File: config.mk
export PLATFORM = sky130hd
export DESIGN_NAME = steer_rep_bank
export DESIGN_NICKNAME = d
export VERILOG_FILES = /design/src/rtl/steer_rep_pkg.sv /design/src/rtl/steer_sel_reg.sv /design/src/rtl/steer_target_dec.sv /design/src/rtl/steer_lane_bank.sv /design/src/rtl/steer_read_mux.sv /design/src/rtl/steer_rep_bank.sv
export SDC_FILE = /design/constraint.sdc
export NUM_CORES = 1
export LEC_CHECK = 0
export BUFFER_PORTS_ARGS = -buffer_cell sky130_fd_sc_hd__buf_2
export CAP_MARGIN = 20
export CORE_MARGIN = 2
export CORE_UTILIZATION = 56
export DETAILED_ROUTE_END_ITERATION = 10
export PLACE_DENSITY = 0.8
export SETUP_SLACK_MARGIN = 0.02
export SLEW_MARGIN = 10
export SYNTH_ARGS = -nofsm -noshare
export SYNTH_HDL_FRONTEND = slang
export SYNTH_SLANG_ARGS = --single-unit
File: constraint.sdc
create_clock -name clk -period 2.4 [get_ports clk]
set_input_delay 0.72 -clock clk [delete_from_list [all_inputs] [get_ports clk]]
set_output_delay 0.72 -clock clk [all_outputs]
set_load 0.03 [all_outputs]
File: src/rtl/steer_rep_pkg.sv
package steer_rep_pkg;

   localparam int SEL_INST_LSB = 0;
   localparam int SEL_GRP_LSB  = 8;
   localparam int SEL_MC_BIT   = 31;
   localparam int SEL_FLD_W    = 4;
   localparam int SEL_WORD_W   = 32;

   typedef struct packed {
      logic                 mc;
      logic [SEL_FLD_W-1:0] grp;
      logic [SEL_FLD_W-1:0] inst;
   } steer_sel_t;

   localparam steer_sel_t SEL_RESET = '{mc: 1'b1, grp: '0, inst: '0};

   function automatic steer_sel_t sel_unpack(input logic [SEL_WORD_W-1:0] w);
      steer_sel_t s;
      s.mc   = w[SEL_MC_BIT];
      s.grp  = w[SEL_GRP_LSB +: SEL_FLD_W];
      s.inst = w[SEL_INST_LSB +: SEL_FLD_W];
      return s;
   endfunction

   function automatic logic [SEL_WORD_W-1:0] sel_pack(input steer_sel_t s);
      logic [SEL_WORD_W-1:0] w;
      w = '0;
      w[SEL_MC_BIT]                 = s.mc;
      w[SEL_GRP_LSB +: SEL_FLD_W]   = s.grp;
      w[SEL_INST_LSB +: SEL_FLD_W]  = s.inst;
      return w;
   endfunction

endpackage

File: src/rtl/steer_sel_reg.sv
module steer_sel_reg
   import steer_rep_pkg::*;
(
   input  logic                  clk,
   input  logic                  rst_n,
   input  logic                  wr_en,
   input  logic [SEL_WORD_W-1:0] wr_word,
   output steer_sel_t            sel_q
);

   always_ff @(posedge clk) begin
      if (!rst_n)
         sel_q <= SEL_RESET;
      else if (wr_en)
         sel_q <= sel_unpack(wr_word);
   end

endmodule

File: src/rtl/steer_target_dec.sv
module steer_target_dec
   import steer_rep_pkg::*;
#(
   parameter int NUM_GROUPS = 4,
   parameter int NUM_INSTS  = 4,
   localparam int LANES     = NUM_GROUPS * NUM_INSTS
) (
   input  steer_sel_t       sel,
   input  logic [LANES-1:0] present,
   input  logic [LANES-1:0] powered,
   output logic [LANES-1:0] hit_vec,
   output logic [LANES-1:0] live_vec
);

   assign live_vec = present & powered;

   for (genvar g = 0; g < NUM_GROUPS; g++) begin : g_grp
      for (genvar i = 0; i < NUM_INSTS; i++) begin : g_inst
         assign hit_vec[g*NUM_INSTS + i] =
            (sel.grp == SEL_FLD_W'(g)) && (sel.inst == SEL_FLD_W'(i));
      end
   end

endmodule

File: src/rtl/steer_lane_bank.sv
module steer_lane_bank #(
   parameter int LANES  = 16,
   parameter int DATA_W = 32
) (
   input  logic                    clk,
   input  logic                    rst_n,
   input  logic                    wr_stb,
   input  logic                    mc,
   input  logic [LANES-1:0]        hit_vec,
   input  logic [LANES-1:0]        live_vec,
   input  logic [DATA_W-1:0]       wr_data,
   output logic [LANES*DATA_W-1:0] lane_flat
);

   for (genvar k = 0; k < LANES; k++) begin : g_lane
      logic              we;
      logic [DATA_W-1:0] val_q;

      assign we = wr_stb && live_vec[k] && (mc || hit_vec[k]);

      always_ff @(posedge clk) begin
         if (!rst_n)
            val_q <= '0;
         else if (we)
            val_q <= wr_data;
      end

      assign lane_flat[k*DATA_W +: DATA_W] = val_q;
   end

endmodule

File: src/rtl/steer_read_mux.sv
module steer_read_mux #(
   parameter int LANES  = 16,
   parameter int DATA_W = 32
) (
   input  logic [LANES*DATA_W-1:0] lane_flat,
   input  logic [LANES-1:0]        hit_vec,
   input  logic [LANES-1:0]        live_vec,
   output logic [DATA_W-1:0]       rd_word
);

   always_comb begin
      rd_word = '0;
      for (int k = 0; k < LANES; k++) begin
         if (hit_vec[k] && live_vec[k])
            rd_word = rd_word | lane_flat[k*DATA_W +: DATA_W];
      end
   end

endmodule

File: src/rtl/steer_rep_bank.sv
module steer_rep_bank
   import steer_rep_pkg::*;
#(
   parameter int NUM_GROUPS = 4,
   parameter int NUM_INSTS  = 4,
   parameter int DATA_W     = 32,
   parameter int ADDR_W     = 4,
   parameter int SEL_ADDR   = 0,
   parameter int DAT_ADDR   = 4,
   localparam int LANES     = NUM_GROUPS * NUM_INSTS
) (
   input  logic                    clk,
   input  logic                    rst_n,
   input  logic                    bus_valid,
   input  logic                    bus_write,
   input  logic [ADDR_W-1:0]       bus_addr,
   input  logic [DATA_W-1:0]       bus_wdata,
   output logic [DATA_W-1:0]       bus_rdata,
   input  logic [LANES-1:0]        unit_present,
   input  logic [LANES-1:0]        unit_powered
);

   if (NUM_GROUPS < 1 || NUM_GROUPS > (1 << SEL_FLD_W)) begin : g_bad_groups
      $error("NUM_GROUPS must fit the selector group field");
   end
   if (NUM_INSTS < 1 || NUM_INSTS > (1 << SEL_FLD_W)) begin : g_bad_insts
      $error("NUM_INSTS must fit the selector instance field");
   end
   if (DATA_W != SEL_WORD_W) begin : g_bad_width
      $error("DATA_W must equal the selector word width");
   end
   if (SEL_ADDR == DAT_ADDR || SEL_ADDR >= (1 << ADDR_W) || DAT_ADDR >= (1 << ADDR_W)) begin : g_bad_addr
      $error("selector and data addresses must be distinct and fit ADDR_W");
   end

   logic hit_sel, hit_dat, rd_acc;
   assign hit_sel = bus_valid && (bus_addr == ADDR_W'(SEL_ADDR));
   assign hit_dat = bus_valid && (bus_addr == ADDR_W'(DAT_ADDR));
   assign rd_acc  = bus_valid && !bus_write;

   steer_sel_t              sel_q;
   logic [LANES-1:0]        hit_vec, live_vec;
   logic [LANES*DATA_W-1:0] lane_flat;
   logic [DATA_W-1:0]       lane_rd;
   logic [DATA_W-1:0]       rd_next;
   logic [DATA_W-1:0]       rdata_q;

   steer_sel_reg u_sel (
      .clk     (clk),
      .rst_n   (rst_n),
      .wr_en   (hit_sel && bus_write),
      .wr_word (bus_wdata),
      .sel_q   (sel_q)
   );

   steer_target_dec #(
      .NUM_GROUPS (NUM_GROUPS),
      .NUM_INSTS  (NUM_INSTS)
   ) u_dec (
      .sel      (sel_q),
      .present  (unit_present),
      .powered  (unit_powered),
      .hit_vec  (hit_vec),
      .live_vec (live_vec)
   );

   steer_lane_bank #(
      .LANES  (LANES),
      .DATA_W (DATA_W)
   ) u_bank (
      .clk       (clk),
      .rst_n     (rst_n),
      .wr_stb    (hit_dat && bus_write),
      .mc        (sel_q.mc),
      .hit_vec   (hit_vec),
      .live_vec  (live_vec),
      .wr_data   (bus_wdata),
      .lane_flat (lane_flat)
   );

   steer_read_mux #(
      .LANES  (LANES),
      .DATA_W (DATA_W)
   ) u_rmux (
      .lane_flat (lane_flat),
      .hit_vec   (hit_vec),
      .live_vec  (live_vec),
      .rd_word   (lane_rd)
   );

   always_comb begin
      if (hit_sel)
         rd_next = DATA_W'(sel_pack(sel_q));
      else if (hit_dat)
         rd_next = lane_rd;
      else
         rd_next = '0;
   end

   always_ff @(posedge clk) begin
      if (!rst_n)
         rdata_q <= '0;
      else if (rd_acc)
         rdata_q <= rd_next;
   end

   assign bus_rdata = rdata_q;

endmodule

==> flow_summary.json <==
{
  "grt_setup_unrepaired": "true",
  "grt_util_met1_pct": 46.92,
  "ir_drop_uv": 616.2,
  "crit_family": "simple AND/OR/NAND/NOR gates",
  "via_per_inst": 6.536,
  "path_cells": "buf_6, or4_4, buf_12, buf_6, nor2_4, nor2_4, or3_4, clkbuf_16, nand2_1, a21boi_1",
  "p_int_mw": 14.54,
  "min_period_ns": 2.486,
  "cap_violations": 0,
  "path_max_fanout": 16,
  "netlist_instances": 3040,
  "h-tree-depth": 2,
  "crit_buf_inv": 4,
  "fin_nets": 3170,
  "die_w_um": 214.3,
  "seq_area_frac_synth_pct": 44.68,
  "synth_ff_type": "dfxtp_1",
  "grt_max_degree": 252,
  "status": "finished with violations",
  "grt_pass1_wl_um": 135500,
  "clk_path_buf_depth": 3,
  "r2r-start": "u_sel.sel_q[5]$_SDFFE_PN0P_",
  "p_sw_share_pct": 22.98,
  "p_switching_mw": 4.339,
  "busiest_layer": "met2",
  "clock_skew_ns": 0.01495,
  "grt-ovfl-total": 0,
  "dieArea_mm2": 0.04594,
  "slew_viol_final": 0,
  "yosysTopAreaCell": "dfxtp_1",
  "drcViolationCount": 0,
  "cts_buffers": 55,
  "grt_use_met3_pct": 11.42,
  "required_ns": 2.91,
  "hold_violations": 0,
  "synthTopCellsByArea": "dfxtp_1 45%, nand2_1 17%, a21boi_1 8.2%, a21boi_0 7.4%, a22oi_1 5.2%",
  "synthTopCellsByCount": "1122 x nand2_1, 553 x dfxtp_1, 270 x a21boi_1",
  "place_hpwl_um": 54090,
  "io_pins": 104,
  "max-slew-margin-rel_pct": 27.75,
  "fill_cells": 3322,
  "setup_viol": 47,
  "antenna_found_initial": 5,
  "fin_util_pct": 67.43,
  "r2r_setup_slack_ns": -0.09,
  "vias": 24440,
  "hold_start": "u_bank.g_lane[0].val_q[12]$_SDFFE_PN0P_",
  "seqCellArea_mm2": 0.01107,
  "core_mm2": 0.04393,
  "synth_enable_flop_cells": 0,
  "synth_cell_type_count": 47,
  "period_share_pct": 103.6,
  "cp_slowest_stage_delay_ns": 0.54,
  "violations": "negative setup slack",
  "p_clk_share_pct": 47.0,
  "firstDrtPassIters": 9,
  "grt_pass1_vias": 23340,
  "multi_input_area_mm2": 0.01259,
  "cp-start-kind": "flop",
  "synth_most_common_cell": "nand2_1",
  "insertion_delay_ns": 0.63,
  "worst_slack_ns": -0.08561,
  "start_util_pct": 56.40,
  "cellPowerDensity_mw_per_mm2": 637.4,
  "drive_gt1_share_pct": 16.70,
  "rows": 77,
  "cts_root_buffer": "clkbuf_16",
  "avgSynthCellArea_um2": 8.150,
  "area_delta_synth_final_pct": 19.55,
  "combPwrFrac_pct": 4.3,
  "min_path_type": "flop to flop",
  "worstPathArrival_ns": 3.00,
  "seqPwrFrac_pct": 48.8,
  "syn_nets": 3112,
  "crit_start": "u_sel.sel_q[5]$_SDFFE_PN0P_",
  "p_leak_nw": 10.43,
  "drt_iter0_drc": 3883,
  "track_usage_pct": 37.94,
  "gp_congestion": 0.9111,
  "yosys_warnings": 0,
  "cp_slowest_cell": "or4_4",
  "path_clk_slew_ns": 0.07,
  "synth_top_cell_area_share_pct": 44.68,
  "cts_tree": "built",
  "routed_wl_um": 93460,
  "worst_pin_slew_ns": 1.084,
  "met2_usage_pct": 58.66,
  "ant_nets": 0,
  "holdWs_ns": 0.4479,
  "criticalPathCategory": "flop to flop",
  "wire_per_inst_um": 24.99,
  "fmaxAchievable_ghz": 0.4023,
  "port_buffers": 103,
  "netlist_area_mm2": 0.02478,
  "postCtsHoldBufs": 0,
  "die_y_um": 214.3,
  "async_flop_share_pct": 0,
  "critPathCaptureType": "flop",
  "clock_sinks": 553,
  "synth-seq-cells": 553
}
## worst paths after layout
check / end / cells past startpoint
hold reg to reg: u_bank.g_lane[0].val_q[12]$_SDFFE_PN0P_ / 2
setup reg to reg: u_bank.g_lane[0].val_q[21]$_SDFFE_PN0P_ / 10
hold / removal: u_bank.g_lane[0].val_q[12]$_SDFFE_PN0P_ / 2
setup / recovery: u_bank.g_lane[0].val_q[21]$_SDFFE_PN0P_ / 10
## state kept, by name (all words and copies together), names as in the netlist
register / flops
u_sel.sel_q: 9
u_bank.g_lane.val_q: 512
bus_rdata: 32
## timing repair
action / CTS / global route
pin swaps: 8 / 45
cloned: 0 / 9
resized for setup: 18 / 114
buffers inserted: 14 / 22
hold endpoints to repair: 0 / 0
setup endpoints to repair: 80 / 92
## metal layers
| metal | vias to the layer above | routed length, um |
|---|---|---|
| met4 | 2 | 6723 |
| met5 | - | 11 |
| met1 | 11510 | 32690 |
| li1 | 10460 | - |
| met3 | 562 | 13590 |
| met2 | 1915 | 40450 |
## stage by stage
stage	instance area [um2]	worst slack [ns]	total power, mW	instances	setup TNS, ns
floorplan	24790	0.05552	9.852	3040	0
global placement	26690	-0.2213	10.13	3593	-3.117
detailed placement	26690	-0.2308	10.15	3593	-15.78
CTS	28770	-0.01875	18.77	3710	-0.03189
global route	29620	-0.08518	19.25	3739	-2.779
finish	29620	-0.08561	18.88	3740	-1.998
## cells in the final DEF (no fill, tap or decap), drive strengths merged, types with 16 or more instances in the layout
| cell | count |
|---|---|
| nand2 | 1122 |
| dfxtp | 553 |
| a21boi | 513 |
| buf | 313 |
| a22oi | 172 |
| clkbuf | 90 |
| nand4 | 54 |
| nor3 | 53 |
| and4 | 27 |
| a22o | 25 |
| o21ai | 23 |
| nand3 | 20 |
| and3 | 16 |
| or3 | 16 |
## tightest hold or removal path, cell delays in order, from the launching register on
cell	delay (ns)
dfxtp_1	0.30
nand2_1	0.05
a21boi_1	0.05
## final cells by class
cell class | instances | share of cell area, %
Clock buffer | 82 | 5.428
Antenna cell | 4 | 0.03379
Multi-Input combinational cell | 2166 | 42.51
Timing Repair Buffer | 321 | 11.34
Clock inverter | 21 | 0.7899
Sequential cell | 553 | 37.39
Inverter | 1 | 0.01267
Tap cell | 592 | 2.501
## power by group through the flow
stage               sequential (mW)  combinational [mW]  clock [mW]
floorplan                      9.41               0.442           0
global placement               9.41               0.722           0
detailed placement             9.41               0.736           0
CTS                            9.21               0.749        8.82
global route                   9.20               0.822        9.23
finish                         9.21               0.808        8.86
## logic make-up (layout without fill, tap and decap cells)
family                 after synthesis  in the layout  share of synthesized area, %
AOI/OAI and AO/OA                  795            795                         24.07
buffers and inverters              321            425                         6.368
DFF                                553            553                         44.68
muxes                                9              9                        0.3636
other                                0              4                             0
and+or+nand+nor                   1362           1362                         24.52
Note: power is estimated with default switching activity, not from simulation.
